## src/rtl/byte_cache_pkg.sv

```systemverilog
package byte_cache_pkg;
    typedef enum logic [2:0] {
        ST_IDLE,
        ST_CHECK,
        ST_EVICT,
        ST_FILL,
        ST_APPLY,
        ST_WTHRU,
        ST_RESP
    } cache_state_e;

    localparam int CTR_HIT  = 0;
    localparam int CTR_MISS = 1;
    localparam int CTR_MRD  = 2;
    localparam int CTR_MWR  = 3;
    localparam int NUM_CTRS = 4;
endpackage

```

## src/rtl/byte_cache_match.sv

```systemverilog
module byte_cache_match #(
    parameter int TAG_W = 3,
    parameter int LINES = 2,
    localparam int WAY_W = (LINES > 1) ? $clog2(LINES) : 1
) (
    input  logic [LINES-1:0]            valid,
    input  logic [LINES-1:0][TAG_W-1:0] tags,
    input  logic [TAG_W-1:0]            tag,
    output logic                        hit,
    output logic [WAY_W-1:0]            way
);
    logic [LINES-1:0] eq;

    for (genvar g = 0; g < LINES; g++) begin : g_cmp
        assign eq[g] = valid[g] && (tags[g] == tag);
    end

    always_comb begin
        hit = |eq;
        way = '0;
        for (int i = LINES - 1; i >= 0; i--) begin
            if (eq[i]) way = WAY_W'(i);
        end
    end
endmodule

```

## src/rtl/byte_cache_counters.sv

```systemverilog
module byte_cache_counters #(
    parameter int CNT_W = 16,
    parameter int NUM   = 4
) (
    input  logic                      clk,
    input  logic                      rst_n,
    input  logic [NUM-1:0]            inc,
    output logic [NUM-1:0][CNT_W-1:0] count
);
    for (genvar g = 0; g < NUM; g++) begin : g_ctr
        logic [CNT_W-1:0] q;
        always_ff @(posedge clk) begin
            if (!rst_n)      q <= '0;
            else if (inc[g]) q <= q + 1'b1;
        end
        assign count[g] = q;
    end
endmodule

```

## src/rtl/byte_assoc_cache.sv

```systemverilog
module byte_assoc_cache
    import byte_cache_pkg::*;
#(
    parameter int ADDR_W     = 4,
    parameter int DATA_W     = 8,
    parameter int OFFS_W     = 1,
    parameter int CNT_W      = 16,
    parameter bit WRITE_BACK = 1'b1
) (
    input  logic              clk,
    input  logic              rst_n,
    input  logic              req_valid,
    input  logic              req_write,
    input  logic [ADDR_W-1:0] req_addr,
    input  logic [DATA_W-1:0] req_wdata,
    output logic              rsp_done,
    output logic [DATA_W-1:0] rsp_rdata,
    output logic              mem_req,
    output logic              mem_we,
    output logic [ADDR_W-1:0] mem_addr,
    output logic [DATA_W-1:0] mem_wdata,
    input  logic              mem_ready,
    input  logic [DATA_W-1:0] mem_rdata,
    output logic [CNT_W-1:0]  cnt_hit,
    output logic [CNT_W-1:0]  cnt_miss,
    output logic [CNT_W-1:0]  cnt_mrd,
    output logic [CNT_W-1:0]  cnt_mwr
);
    localparam int TAG_W = ADDR_W - OFFS_W;
    localparam int BLK   = 1 << OFFS_W;
    localparam int LINES = 2;
    localparam logic [OFFS_W-1:0] LAST_BEAT = OFFS_W'(BLK - 1);

    cache_state_e state, nstate;

    logic [LINES-1:0]            vld, dty;
    logic [LINES-1:0][TAG_W-1:0] ltag;
    logic [DATA_W-1:0]           ldat [LINES][BLK];
    logic                        lru, sel;

    logic              q_write;
    logic [TAG_W-1:0]  q_tag;
    logic [OFFS_W-1:0] q_off;
    logic [DATA_W-1:0] q_wdata;
    logic [DATA_W-1:0] rdata_q;
    logic [OFFS_W-1:0] beat;
    logic              beat_last;

    logic                         hit, hit_way;
    logic [NUM_CTRS-1:0]          inc;
    logic [NUM_CTRS-1:0][CNT_W-1:0] counts;

    assign beat_last = (beat == LAST_BEAT);

    byte_cache_match #(.TAG_W(TAG_W), .LINES(LINES)) u_match (
        .valid (vld),
        .tags  (ltag),
        .tag   (q_tag),
        .hit   (hit),
        .way   (hit_way)
    );

    byte_cache_counters #(.CNT_W(CNT_W), .NUM(NUM_CTRS)) u_ctrs (
        .clk   (clk),
        .rst_n (rst_n),
        .inc   (inc),
        .count (counts)
    );

    assign cnt_hit  = counts[CTR_HIT];
    assign cnt_miss = counts[CTR_MISS];
    assign cnt_mrd  = counts[CTR_MRD];
    assign cnt_mwr  = counts[CTR_MWR];

    // State register
    always_ff @(posedge clk) begin
        if (!rst_n) state <= ST_IDLE;
        else        state <= nstate;
    end

    // Next state and outputs
    always_comb begin
        nstate    = state;
        mem_req   = 1'b0;
        mem_we    = 1'b0;
        mem_addr  = '0;
        mem_wdata = '0;
        rsp_done  = 1'b0;
        rsp_rdata = rdata_q;
        inc       = '0;
        unique case (state)
            ST_IDLE: begin
                if (req_valid) nstate = ST_CHECK;
            end
            ST_CHECK: begin
                inc[CTR_HIT]  = hit;
                inc[CTR_MISS] = !hit;
                if (hit)                                      nstate = ST_APPLY;
                else if (WRITE_BACK && vld[lru] && dty[lru]) nstate = ST_EVICT;
                else                                          nstate = ST_FILL;
            end
            ST_EVICT: begin
                mem_req       = 1'b1;
                mem_we        = 1'b1;
                mem_addr      = {ltag[sel], beat};
                mem_wdata     = ldat[sel][beat];
                inc[CTR_MWR]  = mem_ready;
                if (mem_ready && beat_last) nstate = ST_FILL;
            end
            ST_FILL: begin
                mem_req       = 1'b1;
                mem_addr      = {q_tag, beat};
                inc[CTR_MRD]  = mem_ready;
                if (mem_ready && beat_last) nstate = ST_APPLY;
            end
            ST_APPLY: begin
                nstate = (q_write && !WRITE_BACK) ? ST_WTHRU : ST_RESP;
            end
            ST_WTHRU: begin
                mem_req       = 1'b1;
                mem_we        = 1'b1;
                mem_addr      = {q_tag, q_off};
                mem_wdata     = q_wdata;
                inc[CTR_MWR]  = mem_ready;
                if (mem_ready) nstate = ST_RESP;
            end
            ST_RESP: begin
                rsp_done = 1'b1;
                nstate   = ST_IDLE;
            end
            default: nstate = ST_IDLE;
        endcase
    end

    // Control and tag state
    always_ff @(posedge clk) begin
        if (!rst_n) begin
            vld     <= '0;
            dty     <= '0;
            ltag    <= '0;
            lru     <= 1'b0;
            sel     <= 1'b0;
            beat    <= '0;
            q_write <= 1'b0;
            q_tag   <= '0;
            q_off   <= '0;
            q_wdata <= '0;
            rdata_q <= '0;
        end else begin
            unique case (state)
                ST_IDLE: begin
                    if (req_valid) begin
                        q_write <= req_write;
                        q_tag   <= req_addr[ADDR_W-1:OFFS_W];
                        q_off   <= req_addr[OFFS_W-1:0];
                        q_wdata <= req_wdata;
                    end
                end
                ST_CHECK: begin
                    sel  <= hit ? hit_way : lru;
                    beat <= '0;
                end
                ST_EVICT: begin
                    if (mem_ready) beat <= beat + 1'b1;
                end
                ST_FILL: begin
                    if (mem_ready) begin
                        beat <= beat + 1'b1;
                        if (beat_last) begin
                            vld[sel]  <= 1'b1;
                            dty[sel]  <= 1'b0;
                            ltag[sel] <= q_tag;
                        end
                    end
                end
                ST_APPLY: begin
                    lru <= ~sel;
                    if (q_write) begin
                        if (WRITE_BACK) dty[sel] <= 1'b1;
                    end else begin
                        rdata_q <= ldat[sel][q_off];
                    end
                end
                ST_WTHRU, ST_RESP: ;
                default: ;
            endcase
        end
    end

    // Line data storage
    always_ff @(posedge clk) begin
        if (state == ST_FILL && mem_ready)
            ldat[sel][beat] <= mem_rdata;
        else if (state == ST_APPLY && q_write)
            ldat[sel][q_off] <= q_wdata;
    end
endmodule

```

## config.mk

```make
export PLATFORM = sky130hd
export DESIGN_NAME = byte_assoc_cache
export DESIGN_NICKNAME = d
export VERILOG_FILES = /design/src/rtl/byte_cache_pkg.sv /design/src/rtl/byte_cache_match.sv /design/src/rtl/byte_cache_counters.sv /design/src/rtl/byte_assoc_cache.sv
export SDC_FILE = /design/constraint.sdc
export NUM_CORES = 1
export LEC_CHECK = 0
export ABC_AREA = 1
export BUFFER_PORTS_ARGS = -buffer_cell sky130_fd_sc_hd__buf_4
export CAP_MARGIN = 15
export CORE_ASPECT_RATIO = 2
export CORE_MARGIN = 4
export CORE_UTILIZATION = 56
export CTS_BUF_LIST = sky130_fd_sc_hd__clkbuf_16
export DETAILED_ROUTE_END_ITERATION = 6
export HOLD_SLACK_MARGIN = 0.15
export PLACE_DENSITY = 0.91
export SLEW_MARGIN = 10
export SYNTH_ARGS = -nofsm -noshare
export SYNTH_HDL_FRONTEND = slang
export SYNTH_SLANG_ARGS = --single-unit
```

## constraint.sdc

```tcl
create_clock -name clk -period 2.7 [get_ports clk]
set_clock_uncertainty 0.2 [all_clocks]
set_input_delay 0.405 -clock clk [delete_from_list [all_inputs] [get_ports clk]]
set_output_delay 0.405 -clock clk [all_outputs]
set_load 0.005 [all_outputs]
```

# Word level (Yosys, flattened, before mapping)
# Memories as Yosys holds them, arrays and structs flattened. A register that Yosys moved wholly into a read port is not among the register bits.
# Cells that the tools add are included.
# word_totals
ff_bits	101
ramBits	32
out_inout_bits	87
n_memories	1
# classes
addsub	5
n_lt_le_gt_ge	7
n_eq_ne	16
muxes	68
bitwise	24
reduce_logical	23
# mem_list
name	depth	word_bits	read_ports	rd_ports_with_merged_regs	write_ports	line	text
ldat	2	16	1	1	1	byte_assoc_cache.sv:38	logic [DATA_W-1:0] ldat [LINES][BLK];
# op_table
op	n
adder 16 x 1 -> 16 bit, second input constant	4
2-to-1 mux 8 bit	8
2-to-1 mux 1 bit	36
2-to-1 mux 16 bit	2
2-to-1 mux 3 bit	8
case mux 3 bit (6 select lines)	1
demux 8 bit (select 1 bit)	2
bitwise OR 1 bit	16
case mux 8 bit (2 select lines)	1
!= test 2 bit, second input constant	7
case mux 4 bit (3 select lines)	1
== test 3 bit, second input constant	3
logical AND 1 bit	9
2-to-1 mux 2 bit	4
AND reduction 4 bit	2
bitwise mux 6 bit	1
== test 3 x 2 -> 1 bit, second input constant	2
== test 3 bit	2
AND reduction 2 bit	3
OR reduction 2 bit	3
>= comparator 2 bit, second input constant	2
< comparator 1 x 2 -> 1 bit, second input constant	2
< comparator 2 x 1 -> 1 bit, second input constant	2
inverter 1 -> 2 bit	2
17 further kinds	20

# Depth between registers and ports, before layout
# Gate-level depths: netlist (run 1).
# depth
word_depth	9
mapped_depth	12
depth_no_buf	11

# Cells and area by module
# A second synthesis (run 1) with hierarchy kept.
# unflattened
hier_cells	904
hier_area_um2	6615.1
# by_module_without_submodules
module	n_inst	cells_per_inst	area_per_inst_um2
byte_assoc_cache	1	399	3360.7
byte_cache_counters	1	463	3094.2
byte_cache_match	1	42	160.2

# Worst setup path after synthesis (run 1)
# Ideal clock, no wire load.
# synth_path
kind	reg-to-reg
startpoint	reg state[1]
endpoint	mem ldat[0][0] (netlist bit) (enable)
setup_time_ns	0.375
arrival_ns	1.599
path_slack_ns	0.525
stages_incl_launch_ff	7
synth_period_minus_slack_ns	2.175
path_cell_list	dfxtp_1 -> inv_2 -> nand2_1 -> nor2_2 -> nand3_2 -> clkbuf_1 -> a21oi_1
# synth_via
elab_chain_cells	6
# synth_rtl
element	line	text
start, declared	byte_assoc_cache.sv:34	cache_state_e state, nstate;
start signal, assigned	byte_assoc_cache.sv:78	else state <= nstate;
== test 3 bit	byte_assoc_cache.sv:194	else if (state == ST_APPLY && q_write)
logical AND 1 bit	byte_assoc_cache.sv:194	
2-to-1 mux 1 bit	byte_assoc_cache.sv:194	
2-to-1 mux 1 bit	byte_assoc_cache.sv:192	if (state == ST_FILL && mem_ready)
2-to-1 mux 16 bit (implied by the code)	byte_assoc_cache.sv:195	ldat[sel][q_off] <= q_wdata;
bitwise OR 1 bit (no line) (*)	-	
end, declared	byte_assoc_cache.sv:38	
# Mark *: on every way between the ends. The rest lies on a longest branch, timed or not.

# Worst setup path in the final report (run 1)
# layout_path
startpoint	reg state[1]
endpoint	out mem_addr[3]
# layout_via
elab_chain_cells	2
# layout_rtl
element	line	text
== test 3 bit / == test 3 x 2 -> 1 bit (equally long branches)	byte_assoc_cache.sv:91	unique case (state)
case mux 4 bit (3 select lines) (*)	byte_assoc_cache.sv:91	
end, declared	byte_assoc_cache.sv:20	output logic [ADDR_W-1:0] mem_addr,
# Marks and branches as above.

==> reports/results.txt, run 1 <==
Max Slew Vio Count = 0
Seq/Total Area, Yosys = 45.8%
Final setup violation count = 0
post-layout min period = 2570 ps
clk sinks = 134
number of diodes = 0
Post-synth EDFFs = 32
Layout area overhead = 27.5%
worst path required time = 2100 ps
post-route ant nets = 0
Peak supply drop = 0.000494 V
number of global-route vias before repair = 6397
drt drc = 0
cells after synthesis = 857
dpl cell area = 0.00750 mm²
CP Launch Type = flop
Num CTS Buffers = 17
Post-Route Setup TNS = 0 ps
commonest non-fill, non-tap cell in the layout = nand2_1
Post-CTS Setup Bufs = 0
fraction of layout cells with a size suffix above 1 = 20.7%
I/O Buffers = 111
Hold Fails Final Rpt = 0
pwr/cell area = 741 mW/mm²
initial core utilization = 57.4%
total number of vias = 6537
antenna violations before repair = 0
Setup crit end kind = primary output
RSZ-0062 raised after global routing = no
#FFs+latches synth = 134
Post-Syn Area = 0.00656 mm²
Syn Area/Cell = 7.65 µm²
total grt overflow = 0
Yosys cell types = 37
CP startpoint = state[1]$_SDFFE_PN0P_
hold_ws = 169 ps
vias per cell = 5.71
Vert. Die Dim = 161 µm
leakage = 3.44 nW
worst r2r src = state[0]$_SDFFE_PN0P_
ys flop type = dfxtp_1
final wirelength = 18600 µm
worst-case clock buffer depth = 2
Yosys Warn Count = 0
global-route wire length before repair = 29700 µm
Final nets = 1019
gp weighted congestion = 0.937
global-route usage over all layers = 27.3%
Slew @ Worst Pin = 774 ps
WP data arrival = 1960 ps
TritonCTS clock tree = done
later-pin clock latency in the skew report = 420 ps
Post-DP HPWL = 13000 µm
max-capacitance violation count = 0
design area = 0.00836 mm²
clock slew at reported path FFs = 60 ps
die width = 84.5 µm
largest net degree at the start of global routing = 44
relative slew slack = 48.3%
outcome = completed
Peak Freq = 390 MHz
initial drt markers = 486
kind of critical path = reg -> out
fin crit share = 95.1%
cell row count = 55
root buf cell = clkbuf_16
mean routed wirelength per cell = 16.3 µm
CTS H-tree depth = 4
Hold Crit Start = rst_n
core area = 0.0114 mm²
worst hold path type = in -> reg
worst-path maximum fanout = 11
Async S/R FF share, synth = 0%
fill count = 850
first-pass iteration count of the detailed router = 6
most frequent cells in the layout = nand2_1 (189), buf_4 (121), dfxtp_1 (102), inv_1 (96), a21oi_1 (81)
Die Footprint = 0.0136 mm²
Net Count, Synth = 886
Ports = 112
[stage by stage]
step	std cells	worst slack, ps	power (mW)	util [%]
final	1145	133	6.19	73.2
after floorplan	857	525	3.24	-
after global routing	1145	61.2	6.43	73.2
after global placement	1091	568	3.63	65.7
after CTS	1145	55.6	6.16	73.2
after detailed placement	1091	499	3.68	65.7
[flip-flops by register name (all words and copies together), names as in the netlist, named ones only]
| name | cells |
|---|---|
| ltag | 6 |
| vld | 2 |
| ldat | 32 |
| beat | 1 |
| sel | 1 |
| lru | 1 |
| q_off | 1 |
| q_tag | 3 |
| rsp_rdata | 8 |
| state | 3 |
| q_wdata | 8 |
| q_write | 1 |
| u_ctrs.g_ctr.q | 64 |
[synth_stat cells, drive strengths merged, types with 2 or more instances]
| cell type | count | area, µm² |
|---|---|---|
| nand2 | 199 | 802 |
| inv | 106 | 398 |
| dfxtp | 102 | 2040 |
| a21oi | 83 | 423 |
| nor2 | 82 | 382 |
| o21ai | 82 | 418 |
| nand3 | 41 | 250 |
| nor3 | 34 | 170 |
| edfxtp | 32 | 961 |
| clkbuf | 17 | 63.8 |
| mux2 | 14 | 158 |
| buf | 12 | 80.1 |
| xor2 | 11 | 96.3 |
| o211ai | 10 | 75.1 |
| o22ai | 10 | 62.6 |
| nand4 | 7 | 43.8 |
| ha | 4 | 50.1 |
| a211oi | 2 | 15.0 |
| and3 | 2 | 12.5 |
| o2bb2ai | 2 | 17.5 |
| xnor2 | 2 | 17.5 |
[worst max-delay path, cell delays in order, from the launching register on]
cell and delay [ps]:
dfxtp_1 520, inv_2 110, nand3_2 270, inv_2 80, nor2_2 260, o22ai_1 150, buf_4 160
[layer usage]
| metal | track usage (%) | vias up | share of wire [%] |
|---|---|---|---|
| li1 | - | 3099 | - |
| met5 | 0 | - | 0 |
| met3 | 5.31 | 107 | 6.0 |
| met2 | 51.1 | 328 | 54 |
| met4 | 19.9 | 0 | 7.1 |
| met1 | 25.2 | 3003 | 33 |
[where the power goes]
part           switching [mW]  internal (mW)
combinational           0.862          0.493
clock                   0.889           1.59
sequential              0.164           2.19
[kinds of logic after synthesis]
family                   Yosys count  share of synthesized area, %
buffers and inverters            135                          8.26
XOR/XNOR                          13                          1.74
adder cells (fa/ha/maj)            4                         0.763
AND/OR/NAND/NOR                  366                          25.4
multiplexers                      14                          2.40
flip-flops                       134                          45.8
AO/OA/AOI/OAI                    191                          15.6
[area by class of cell]
type                       instances  area [µm²]  area share [%]
clock inverter                    14         185            2.22
multi-input combinational        588        3020            36.1
clock buffer                      18         450            5.39
sequential                       134        3000            35.9
timing repair buffer             143        1130            13.5
tap                              142         178            2.13
inverter                         106         398            4.76
[path summary, 6_finish.rpt]
check / endpoint / cells after the start / slack [ps]
worst min register to register: flop / 2 / 250
worst max-delay path: mem_addr[3] / 6 / 130
worst max register to register: u_ctrs.g_ctr[3].q[12]$_SDFFE_PN0P_ / 9 / 440
worst min-delay path: u_ctrs.g_ctr[3].q[11]$_SDFFE_PN0P_ / 3 / 170
[timing repair]
item,CTS,global route
resized for setup,0,1
hold buffers,22,0
hold endpoints to repair,33,0
endpoints found under the setup margin,0,2
(Power assumes the default switching activity.)
==> inputs of run 2 (changes only) <==
==> constraint.sdc (replaced) <==
create_clock -name clk -period 2.7 [get_ports clk]
set_clock_uncertainty 0.2 [all_clocks]
set_input_delay 0.27 -clock clk [delete_from_list [all_inputs] [get_ports clk]]
set_output_delay 0.27 -clock clk [all_outputs]
set_load 0.005 [all_outputs]
==> reports/results.txt, run 2 (synthesis results as in run 1) <==
outcome = completed
most frequent cells in the layout = nand2_1 (188), buf_4 (120), dfxtp_1 (102), inv_1 (94), a21oi_1 (81)
Hold Crit Start = req_valid
post-layout min period = 2610 ps
kind of critical path = reg -> out
cell row count = 55
Setup crit end kind = primary output
Max Slew Vio Count = 0
largest net degree at the start of global routing = 37
Vert. Die Dim = 161 µm
I/O Buffers = 111
slowest stage delay, CP = 510 ps
relative slew slack = 53.4%
Final nets = 1025
worst-path maximum fanout = 11
dpl ws = 498 ps
antenna violations before repair = 0
RSZ-0062 raised after global routing = no
worst path required time = 2230 ps
global-route wire length before repair = 31000 µm
initial drt markers = 552
Die Footprint = 0.0136 mm²
Reg2Reg Setup Slack = 150 ps
total grt overflow = 0
top flop regs = u_ctrs.g_ctr.q x64, ldat x32
reg2reg end = q_wdata[6]$_SDFFE_PN0P_
WP data arrival = 2140 ps
most flop-heavy register = u_ctrs.g_ctr.q
hold path endpoint = state[0]$_SDFFE_PN0P_
post-route ant nets = 0
dpl cell area = 0.00749 mm²
Final setup violation count = 0
hold_ws = 181 ps
Layout area overhead = 27.9%
CTS H-tree depth = 4
fraction of layout cells with a size suffix above 1 = 20.4%
number of diodes = 0
final worst slack = 94.6 ps
commonest non-fill, non-tap cell in the layout = nand2_1
design area = 0.00839 mm²
CP Cell Sequence = inv_2, nand3_2, inv_2, nor2_1, o22ai_1, buf_4
max reg flops = 64
CP top delay family = simple AND/OR/NAND/NOR gates
overall power = 6.13 mW
final wirelength = 19700 µm
Slew @ Worst Pin = 692 ps
Peak supply drop = 0.000622 V
TritonCTS clock tree = done
Post-DP HPWL = 13200 µm
worst hold path type = in -> reg
pwr/cell area = 731 mW/mm²
Post-Route Setup TNS = 0 ps
Peak Freq = 384 MHz
initial core utilization = 57.4%
mean routed wirelength per cell = 17.1 µm
later-pin clock latency in the skew report = 420 ps
core area = 0.0114 mm²
worst-case clock buffer depth = 2
CP Buf/Inv Count = 3
number of global-route vias before repair = 6323
Hold Fails Final Rpt = 0
leakage = 3.43 nW
hold path cells = 6
die width = 84.5 µm
total number of vias = 6659
CP Launch Type = flop
clock slew at reported path FFs = 50 ps
Ports = 112
gp weighted congestion = 0.973
drt drc = 0
vias per cell = 5.79
worst r2r src = state[0]$_SDFFE_PN0P_
Num CTS Buffers = 17
max-capacitance violation count = 0
global-route usage over all layers = 28.8%
CP most frequent cell = inv_2
root buf cell = clkbuf_16
R2R depth = 7
first-pass iteration count of the detailed router = 7
fin crit share = 96.5%
Critical Path Slowest Stage Cell = dfxtp_1
clk sinks = 134
[run 2: worst max path at each step]
stage                           from                      end  cells after the start
6_report       state[1]$_SDFFE_PN0P_              mem_addr[3]                      6
5_1_grt        state[1]$_SDFFE_PN0P_              mem_addr[3]                      6
4_1_cts        state[0]$_SDFFE_PN0P_  q_wdata[3]$_SDFFE_PN0P_                      7
3_5_place_dp   state[1]$_SDFFE_PN0P_    ldat[0][14]$_DFFE_PP_                      7
3_3_place_gp   state[0]$_SDFFE_PN0P_    ldat[0][12]$_DFFE_PP_                      6
2_1_floorplan  state[1]$_SDFFE_PN0P_     ldat[0][0]$_DFFE_PP_                      6
[run 2: power breakdown]
part / internal [mW] / switching (mW) / total (mW)
Combinational: 0.512 / 0.940 / 1.45
Clock: 1.46 / 0.877 / 2.33
Sequential: 2.19 / 0.157 / 2.35
[run 2: routing by layer]
layer	GRT usage [%]	wire length, µm	vias to the layer above
li1	-	-	3118
met1	27.5	6170	3063
met3	6.43	1310	120
met5	0	0	-
met2	52.9	10700	358
met4	20.5	1510	0
[run 2: worst register-to-register path: stages, from the launching register on]
cell and delay [ps]:
dfxtp_1 400, inv_1 150, nand2_1 90, nor2_1 170
nand2_2 330, o21ai_0 380, dlygate4sd3_1 640, a21oi_1 60
[run 2: cell type report]
| type | count | area [µm²] |
|---|---|---|
| tap | 142 | 178 |
| clock inverter | 13 | 126 |
| sequential | 134 | 3000 |
| timing repair buffer | 149 | 1190 |
| inverter | 106 | 398 |
| multi-input combinational | 588 | 3020 |
| clock buffer | 19 | 475 |
| fill | 820 | 3040 |
[run 2: metrics by stage]
step	util, %	std cells
2_1_floorplan	-	857
3_3_place_gp	65.6	1090
3_5_place_dp	65.6	1090
4_1_cts	73.4	1151
5_1_grt	73.4	1151
6_report	73.4	1151
[run 2: what timing repair did]
action / in CTS / in global routing
hold endpoints to repair: 78 / 0
buffers inserted: 0 / 0
hold buffers: 29 / 0
setup endpoints to repair: 0 / 6
gates resized for setup: 0 / 1
